[src/rtl/sdw_pkg.sv]
package sdw_pkg;

    localparam int ADDR_W = 12;
    localparam int DATA_W = 32;

    // Local word offsets (low byte of the address)
    localparam logic [7:0] LOC_INFO     = 8'h00;
    localparam logic [7:0] LOC_DEBOUNCE = 8'h04;
    localparam logic [7:0] LOC_BUS      = 8'h08;
    localparam logic [7:0] LOC_WPPOL    = 8'hEC;
    localparam logic [7:0] LOC_CDET     = 8'hF0;
    localparam logic [7:0] LOC_ISTAT    = 8'hFC;

    // Fixed aliases onto slot capability / max-current words
    localparam logic [ADDR_W-1:0] ALI_CAP0  = 12'h010;
    localparam logic [ADDR_W-1:0] ALI_MCUR0 = 12'h018;
    localparam logic [ADDR_W-1:0] ALI_CAP1  = 12'h020;
    localparam logic [ADDR_W-1:0] ALI_MCUR1 = 12'h028;

    localparam logic [7:0] SLOT_CAP_OFS  = 8'h40;
    localparam logic [7:0] SLOT_MCUR_OFS = 8'h48;

    localparam int INFO_RST_BIT   = 0;
    localparam int INFO_SLOT0_BIT = 16;
    localparam logic [DATA_W-1:0] DEBOUNCE_INIT = 32'h0000_0005;

    typedef enum logic [1:0] {
        RG_LOCAL,
        RG_ALIAS,
        RG_WINDOW,
        RG_NONE
    } region_e;

    typedef struct packed {
        region_e    region;
        logic       slot;
        logic [7:0] sub_addr;
    } route_t;

    typedef struct packed {
        logic [DATA_W-1:0] info;
        logic [DATA_W-1:0] debounce;
        logic [DATA_W-1:0] bus;
        logic [DATA_W-1:0] wppol;
        logic [DATA_W-1:0] cdet;
    } glue_regs_t;

    function automatic route_t route_addr(input logic [ADDR_W-1:0] a, input int nslots);
        route_t r;
        r.region   = RG_NONE;
        r.slot     = 1'b0;
        r.sub_addr = a[7:0];
        if (a[1:0] == 2'b00) begin
            if (a[11:8] == 4'h0) begin
                if (a == ALI_CAP0 || a == ALI_MCUR0 || a == ALI_CAP1 || a == ALI_MCUR1) begin
                    r.slot     = a[5];
                    r.sub_addr = a[3] ? SLOT_MCUR_OFS : SLOT_CAP_OFS;
                    r.region   = (int'(a[5]) < nslots) ? RG_ALIAS : RG_NONE;
                end else begin
                    r.region = RG_LOCAL;
                end
            end else if (int'(a[11:8]) <= nslots) begin
                r.region = RG_WINDOW;
                r.slot   = a[9];
            end
        end
        return r;
    endfunction

endpackage

[src/rtl/sdw_decode.sv]
module sdw_decode
    import sdw_pkg::*;
#(
    parameter int NUM_SLOTS = 2
) (
    input  logic [ADDR_W-1:0] addr,
    output route_t            route
);
    always_comb begin
        route = route_addr(addr, NUM_SLOTS);
    end
endmodule

[src/rtl/sdw_irq_merge.sv]
module sdw_irq_merge #(
    parameter int NUM_SLOTS = 2
) (
    input  logic                 clk,
    input  logic                 rst,
    input  logic [NUM_SLOTS-1:0] slot_irq,
    output logic [NUM_SLOTS-1:0] status,
    output logic                 irq
);
    always_ff @(posedge clk) begin
        if (rst) status <= '0;
        else     status <= slot_irq;
    end

    assign irq = |status;
endmodule

[src/rtl/sdw_local_regs.sv]
module sdw_local_regs
    import sdw_pkg::*;
#(
    parameter int NUM_SLOTS = 2
) (
    input  logic                 clk,
    input  logic                 rst,
    input  logic                 wr_en,
    input  logic [7:0]           addr,
    input  logic [DATA_W-1:0]    wdata,
    input  logic [NUM_SLOTS-1:0] istat,
    output logic [DATA_W-1:0]    rdata,
    output logic                 rst_pulse
);
    localparam logic [DATA_W-1:0] SLOT0_MASK = DATA_W'(1) << INFO_SLOT0_BIT;
    localparam logic [DATA_W-1:0] SLOT1_MASK = (NUM_SLOTS == 2) ? (DATA_W'(1) << (INFO_SLOT0_BIT + 1)) : '0;
    localparam logic [DATA_W-1:0] INFO_INIT  = SLOT0_MASK | SLOT1_MASK;
    localparam logic [DATA_W-1:0] KEEP_MASK  = ~(DATA_W'(1) << INFO_RST_BIT);

    glue_regs_t regs_q;

    always_ff @(posedge clk) begin
        if (rst) begin
            regs_q.info     <= INFO_INIT;
            regs_q.debounce <= DEBOUNCE_INIT;
            regs_q.bus      <= '0;
            regs_q.wppol    <= '0;
            regs_q.cdet     <= '0;
            rst_pulse       <= 1'b0;
        end else begin
            rst_pulse <= wr_en && (addr == LOC_INFO) && wdata[INFO_RST_BIT];
            if (wr_en) begin
                case (addr)
                    LOC_INFO:     regs_q.info     <= wdata & KEEP_MASK;
                    LOC_DEBOUNCE: regs_q.debounce <= wdata;
                    LOC_BUS:      regs_q.bus      <= wdata;
                    LOC_WPPOL:    regs_q.wppol    <= wdata;
                    LOC_CDET:     regs_q.cdet     <= wdata;
                    default: ;
                endcase
            end
        end
    end

    always_comb begin
        case (addr)
            LOC_INFO:     rdata = regs_q.info;
            LOC_DEBOUNCE: rdata = regs_q.debounce;
            LOC_BUS:      rdata = regs_q.bus;
            LOC_WPPOL:    rdata = regs_q.wppol;
            LOC_CDET:     rdata = regs_q.cdet;
            LOC_ISTAT:    rdata = DATA_W'(istat);
            default:      rdata = '0;
        endcase
    end
endmodule

[src/rtl/sdw_glue_regs.sv]
module sdw_glue_regs
    import sdw_pkg::*;
#(
    parameter int NUM_SLOTS = 2
) (
    input  logic                        clk,
    input  logic                        rst,
    input  logic                        req_valid,
    input  logic                        req_write,
    input  logic [ADDR_W-1:0]           req_addr,
    input  logic [DATA_W-1:0]           req_wdata,
    output logic                        rsp_valid,
    output logic [DATA_W-1:0]           rsp_rdata,
    input  logic [NUM_SLOTS-1:0]        slot_irq,
    output logic                        irq,
    output logic                        slot_rst_pulse,
    output logic                        sl_req,
    output logic                        sl_write,
    output logic                        sl_sel,
    output logic [7:0]                  sl_addr,
    output logic [DATA_W-1:0]           sl_wdata,
    input  logic [NUM_SLOTS*DATA_W-1:0] sl_rdata
);
    route_t                route;
    logic                  to_slot;
    logic                  loc_wr;
    logic [DATA_W-1:0]     loc_rdata;
    logic [DATA_W-1:0]     slot_word;
    logic [DATA_W-1:0]     rd_word;
    logic [NUM_SLOTS-1:0]  istat;

    sdw_decode #(.NUM_SLOTS(NUM_SLOTS)) u_dec (
        .addr  (req_addr),
        .route (route)
    );

    assign to_slot  = (route.region == RG_ALIAS) || (route.region == RG_WINDOW);
    assign loc_wr   = req_valid && req_write && (route.region == RG_LOCAL);

    assign sl_req   = req_valid && to_slot;
    assign sl_write = req_write;
    assign sl_sel   = route.slot;
    assign sl_addr  = route.sub_addr;
    assign sl_wdata = req_wdata;

    sdw_irq_merge #(.NUM_SLOTS(NUM_SLOTS)) u_irq (
        .clk      (clk),
        .rst      (rst),
        .slot_irq (slot_irq),
        .status   (istat),
        .irq      (irq)
    );

    sdw_local_regs #(.NUM_SLOTS(NUM_SLOTS)) u_loc (
        .clk       (clk),
        .rst       (rst),
        .wr_en     (loc_wr),
        .addr      (req_addr[7:0]),
        .wdata     (req_wdata),
        .istat     (istat),
        .rdata     (loc_rdata),
        .rst_pulse (slot_rst_pulse)
    );

    generate
        if (NUM_SLOTS == 1) begin : g_one
            assign slot_word = sl_rdata[DATA_W-1:0];
        end else begin : g_two
            assign slot_word = route.slot ? sl_rdata[2*DATA_W-1:DATA_W] : sl_rdata[DATA_W-1:0];
        end
    endgenerate

    always_comb begin
        case (route.region)
            RG_LOCAL:  rd_word = loc_rdata;
            RG_ALIAS,
            RG_WINDOW: rd_word = slot_word;
            default:   rd_word = '0;
        endcase
    end

    always_ff @(posedge clk) begin
        if (rst) begin
            rsp_valid <= 1'b0;
            rsp_rdata <= '0;
        end else begin
            rsp_valid <= req_valid;
            rsp_rdata <= (req_valid && !req_write) ? rd_word : '0;
        end
    end
endmodule

[config.mk]
export PLATFORM = sky130hd
export DESIGN_NAME = sdw_glue_regs
export DESIGN_NICKNAME = d
export VERILOG_FILES = /design/src/rtl/sdw_pkg.sv /design/src/rtl/sdw_decode.sv /design/src/rtl/sdw_irq_merge.sv /design/src/rtl/sdw_local_regs.sv /design/src/rtl/sdw_glue_regs.sv
export SDC_FILE = /design/constraint.sdc
export NUM_CORES = 1
export LEC_CHECK = 0
export BUFFER_PORTS_ARGS = -buffer_cell sky130_fd_sc_hd__buf_2
export CAP_MARGIN = 20
export CORE_MARGIN = 1.5
export CORE_UTILIZATION = 35
export DETAILED_ROUTE_END_ITERATION = 8
export PLACE_DENSITY = 0.57
export SLEW_MARGIN = 40
export SYNTH_ARGS = -nofsm -noshare
export SYNTH_HDL_FRONTEND = slang
export SYNTH_SLANG_ARGS = --single-unit
[constraint.sdc]
create_clock -name clk -period 3.9 [get_ports clk]
set_input_delay 0.975 -clock clk [delete_from_list [all_inputs] [get_ports clk]]
set_output_delay 0.975 -clock clk [all_outputs]
set_load 0.05 [all_outputs]
==> run summary <==
post-synthesis instance area -> 0.008697 mm²
drt first pass iters -> 5
highest-count cells in the layout ignoring fill and taps -> 259 x nand2_1, 195 x dfxtp_1, 190 x buf_2
worst path buffer plus inverter count -> 2
H-tree depth -> 4
ratio of cells with drive above 1 in the final layout -> 26.05%
Max Cap Violations -> 0
initial standard-cell utilization of the core -> 35.76%
Antenna Violating Nets Remaining -> 0
setup repair after global routing missed its margin -> false
ordered list of cells on the worst path -> buf_2 -> or2_1 -> or3_4 -> nor3_2 -> nand3_1 -> nand3_1 -> ha_1 -> and2_1 -> buf_2
data arrival at the endpoint of the critical path -> 2.77 ns
routed wire length -> 28140 µm
number of buffers inserted by post-CTS setup repair -> 0
Hold Vio Cnt, Final -> 0
vias in the first global route -> 7268
clock slew seen by the registers of the worst setup and hold paths -> 0.07 ns
maximum number of pins on one net before global-route repair -> 112
sort of element at the end of the critical path -> output port
area inside the core boundary -> 0.02432 mm²
Die Wd -> 160.6 µm
maximum fanout along the worst path -> 5
maximum ir drop on the vdd rail -> 0.2230 mV
all-layer global routing usage -> 21.69%
gr ovfl total -> 0
Port-buffer cells -> 191
post-synth net total -> 1150
portion of the post-synthesis area used by sequential elements -> 44.89%
Vias per Instance -> 5.201
total placed instance area -> 0.009953 mm²
most frequent standard cell in the layout excluding fill and tap cells -> nand2_1
fin crit period -> 3.745 ns
Total Die Area -> 0.02580 mm²
Slowest Stage Delay on Critical Path -> 0.34 ns
Slew HR -> 48.35%
category of the critical setup timing path -> input pin to output port
average detailed-routed wire length per instance -> 18.62 µm
achievable clock frequency -> 267.0 MHz
Longest Clk Path Bufs -> 2
period utilisation layout -> 96.04%
startpoint types -> input pin
CTS Root Buffer Type -> clkbuf_16
CTS tree -> done
number of nets in the layout -> 1289
average cell area after synthesis -> 8.411 µm²
number of vias after detailed routing -> 7858
power density over the cells -> 390.0 mW/mm²
count of final max-slew check failures -> 0
setup slack at placement -> 0.008556 ns
Final setup violation count -> 0
result of the run -> finished, final reports clean
count of standard-cell rows -> 57
area grow syn2layout -> 21.36%
leading register cell type out of synthesis -> dfxtp_1
worst path setup slack after routing -> 0.1546 ns
DRC -> 0
post-route cell area -> 0.01056 mm²
Final Util -> 43.40%
Die Ht -> 160.6 µm
cell with the largest stage delay on the worst path -> or3_4
sum of net half-perimeters after detailed placement -> 18120 µm
initial detailed-routing violation count -> 629
Least-Margin Pin Slew -> 0.7747 ns
Sum Neg Setup Slack -> 0 ns
Warnings, synthesis -> 0
count of unique library cells instantiated by Yosys -> 46
data required time of the critical path -> 2.92 ns
post-synthesis async set-or-reset flop share -> 0%
final instance count without filler cells -> 1511
clock latency reported for the late side of the worst-skew pair -> 0.44 ns
power consumption -> 4.117 mW
number of primary I/O pins -> 192
sink count of the clock tree -> 195
gpl congestion -> 0.7994
minimum hold slack -> 0.4520 ns
number of instances in the synthesized netlist -> 1034
total clock buffers created by CTS -> 17
global-route wire length before repair -> 42750 µm
number of enable flip-flop cells after synthesis -> 0
cell leakage power -> 3.820 nW
worst hold path class -> register to register
flops & latches, synth -> 195
cell family with most CP delay -> simple AND/OR/NAND/NOR gates
clock tree skew after final layout -> 0.009550 ns
placed cell count -> 1478
antenna violations before repair -> 1
## worst paths after layout
kind / startpoint / end / slack (ns) / cells past startpoint
worst max-delay path: req_addr[1] / sl_req / 0.15 / 9
worst min-delay path: u_loc.regs_q[63] / u_loc.regs_q[63] / 0.45 / 2
worst max register to register: u_loc.regs_q[135] / rsp_rdata[7] / 2.21 / 5
worst min register to register: u_loc.regs_q[63] / u_loc.regs_q[63] / 0.45 / 2
## sequential cells by signal, indices dropped and copies added (netlist names)
name and flops:
u_loc.regs_q 159, u_irq.status 2, rsp_rdata 32, u_loc.rst_pulse 1, rsp_valid 1
## worst reg2reg max path: stages, from the launching register on
cell and delay [ns]:
dfxtp_1 0.32, mux2_2 0.25, a32oi_1 0.16, nor2_1 0.06, a221oi_1 0.50, o22ai_1 0.24
## cells in the mapped netlist, types with 15 or more instances
library cell	number	share of area, %
mux2_2	18	2.3
buf_4	43	3.7
mux2i_1	79	9.1
a221oi_1	15	1.5
buf_2	23	1.3
nor2_1	63	2.7
o22ai_1	33	2.4
a21oi_1	125	7.2
a22oi_1	16	1.4
clkbuf_1	52	2.2
a32oi_1	28	2.8
dfxtp_1	195	45
nand2_1	259	11
## layout make-up
cell class	instances	area (µm²)
inverter	1	3.754
timing repair buffer	245	1501
multi-input combinational	713	4146
clock inverter	12	135.1
tap	324	405.4
fill	2425	13760
sequential	195	3904
antenna	1	2.502
clock buffer	20	456.7
## repair_timing
item	CTS	global route
gates resized for setup	0	1
hold buffers	0	0
setup endpoints to repair	0	1
## metal layers
metal | share of wire [%] | wire length [µm] | global-route usage (%)
met1 | 47 | 13120 | 30.20
met3 | 6.4 | 1802 | 4.029
met2 | 46 | 12950 | 34.36
met4 | 0.92 | 260 | 5.820
met5 | 0 | 0 | 0
## logic make-up after synthesis
family | synth area share, %
adder cells (fa/ha/maj) | 0.2877
XOR/XNOR | 0.1007
buffers and inverters | 7.970
flip-flops | 44.89
multiplexers | 11.42
AO/OA/AOI/OAI | 17.01
AND/OR/NAND/NOR | 18.33
## power by group
part	leakage [nW]	internal, mW	switching [mW]
clock	0.290	0.944	0.848
combinational	1.96	0.0956	0.237
sequential	1.57	1.99	0.000961
total	3.82	3.03	1.09
(Power assumes the default switching activity.)
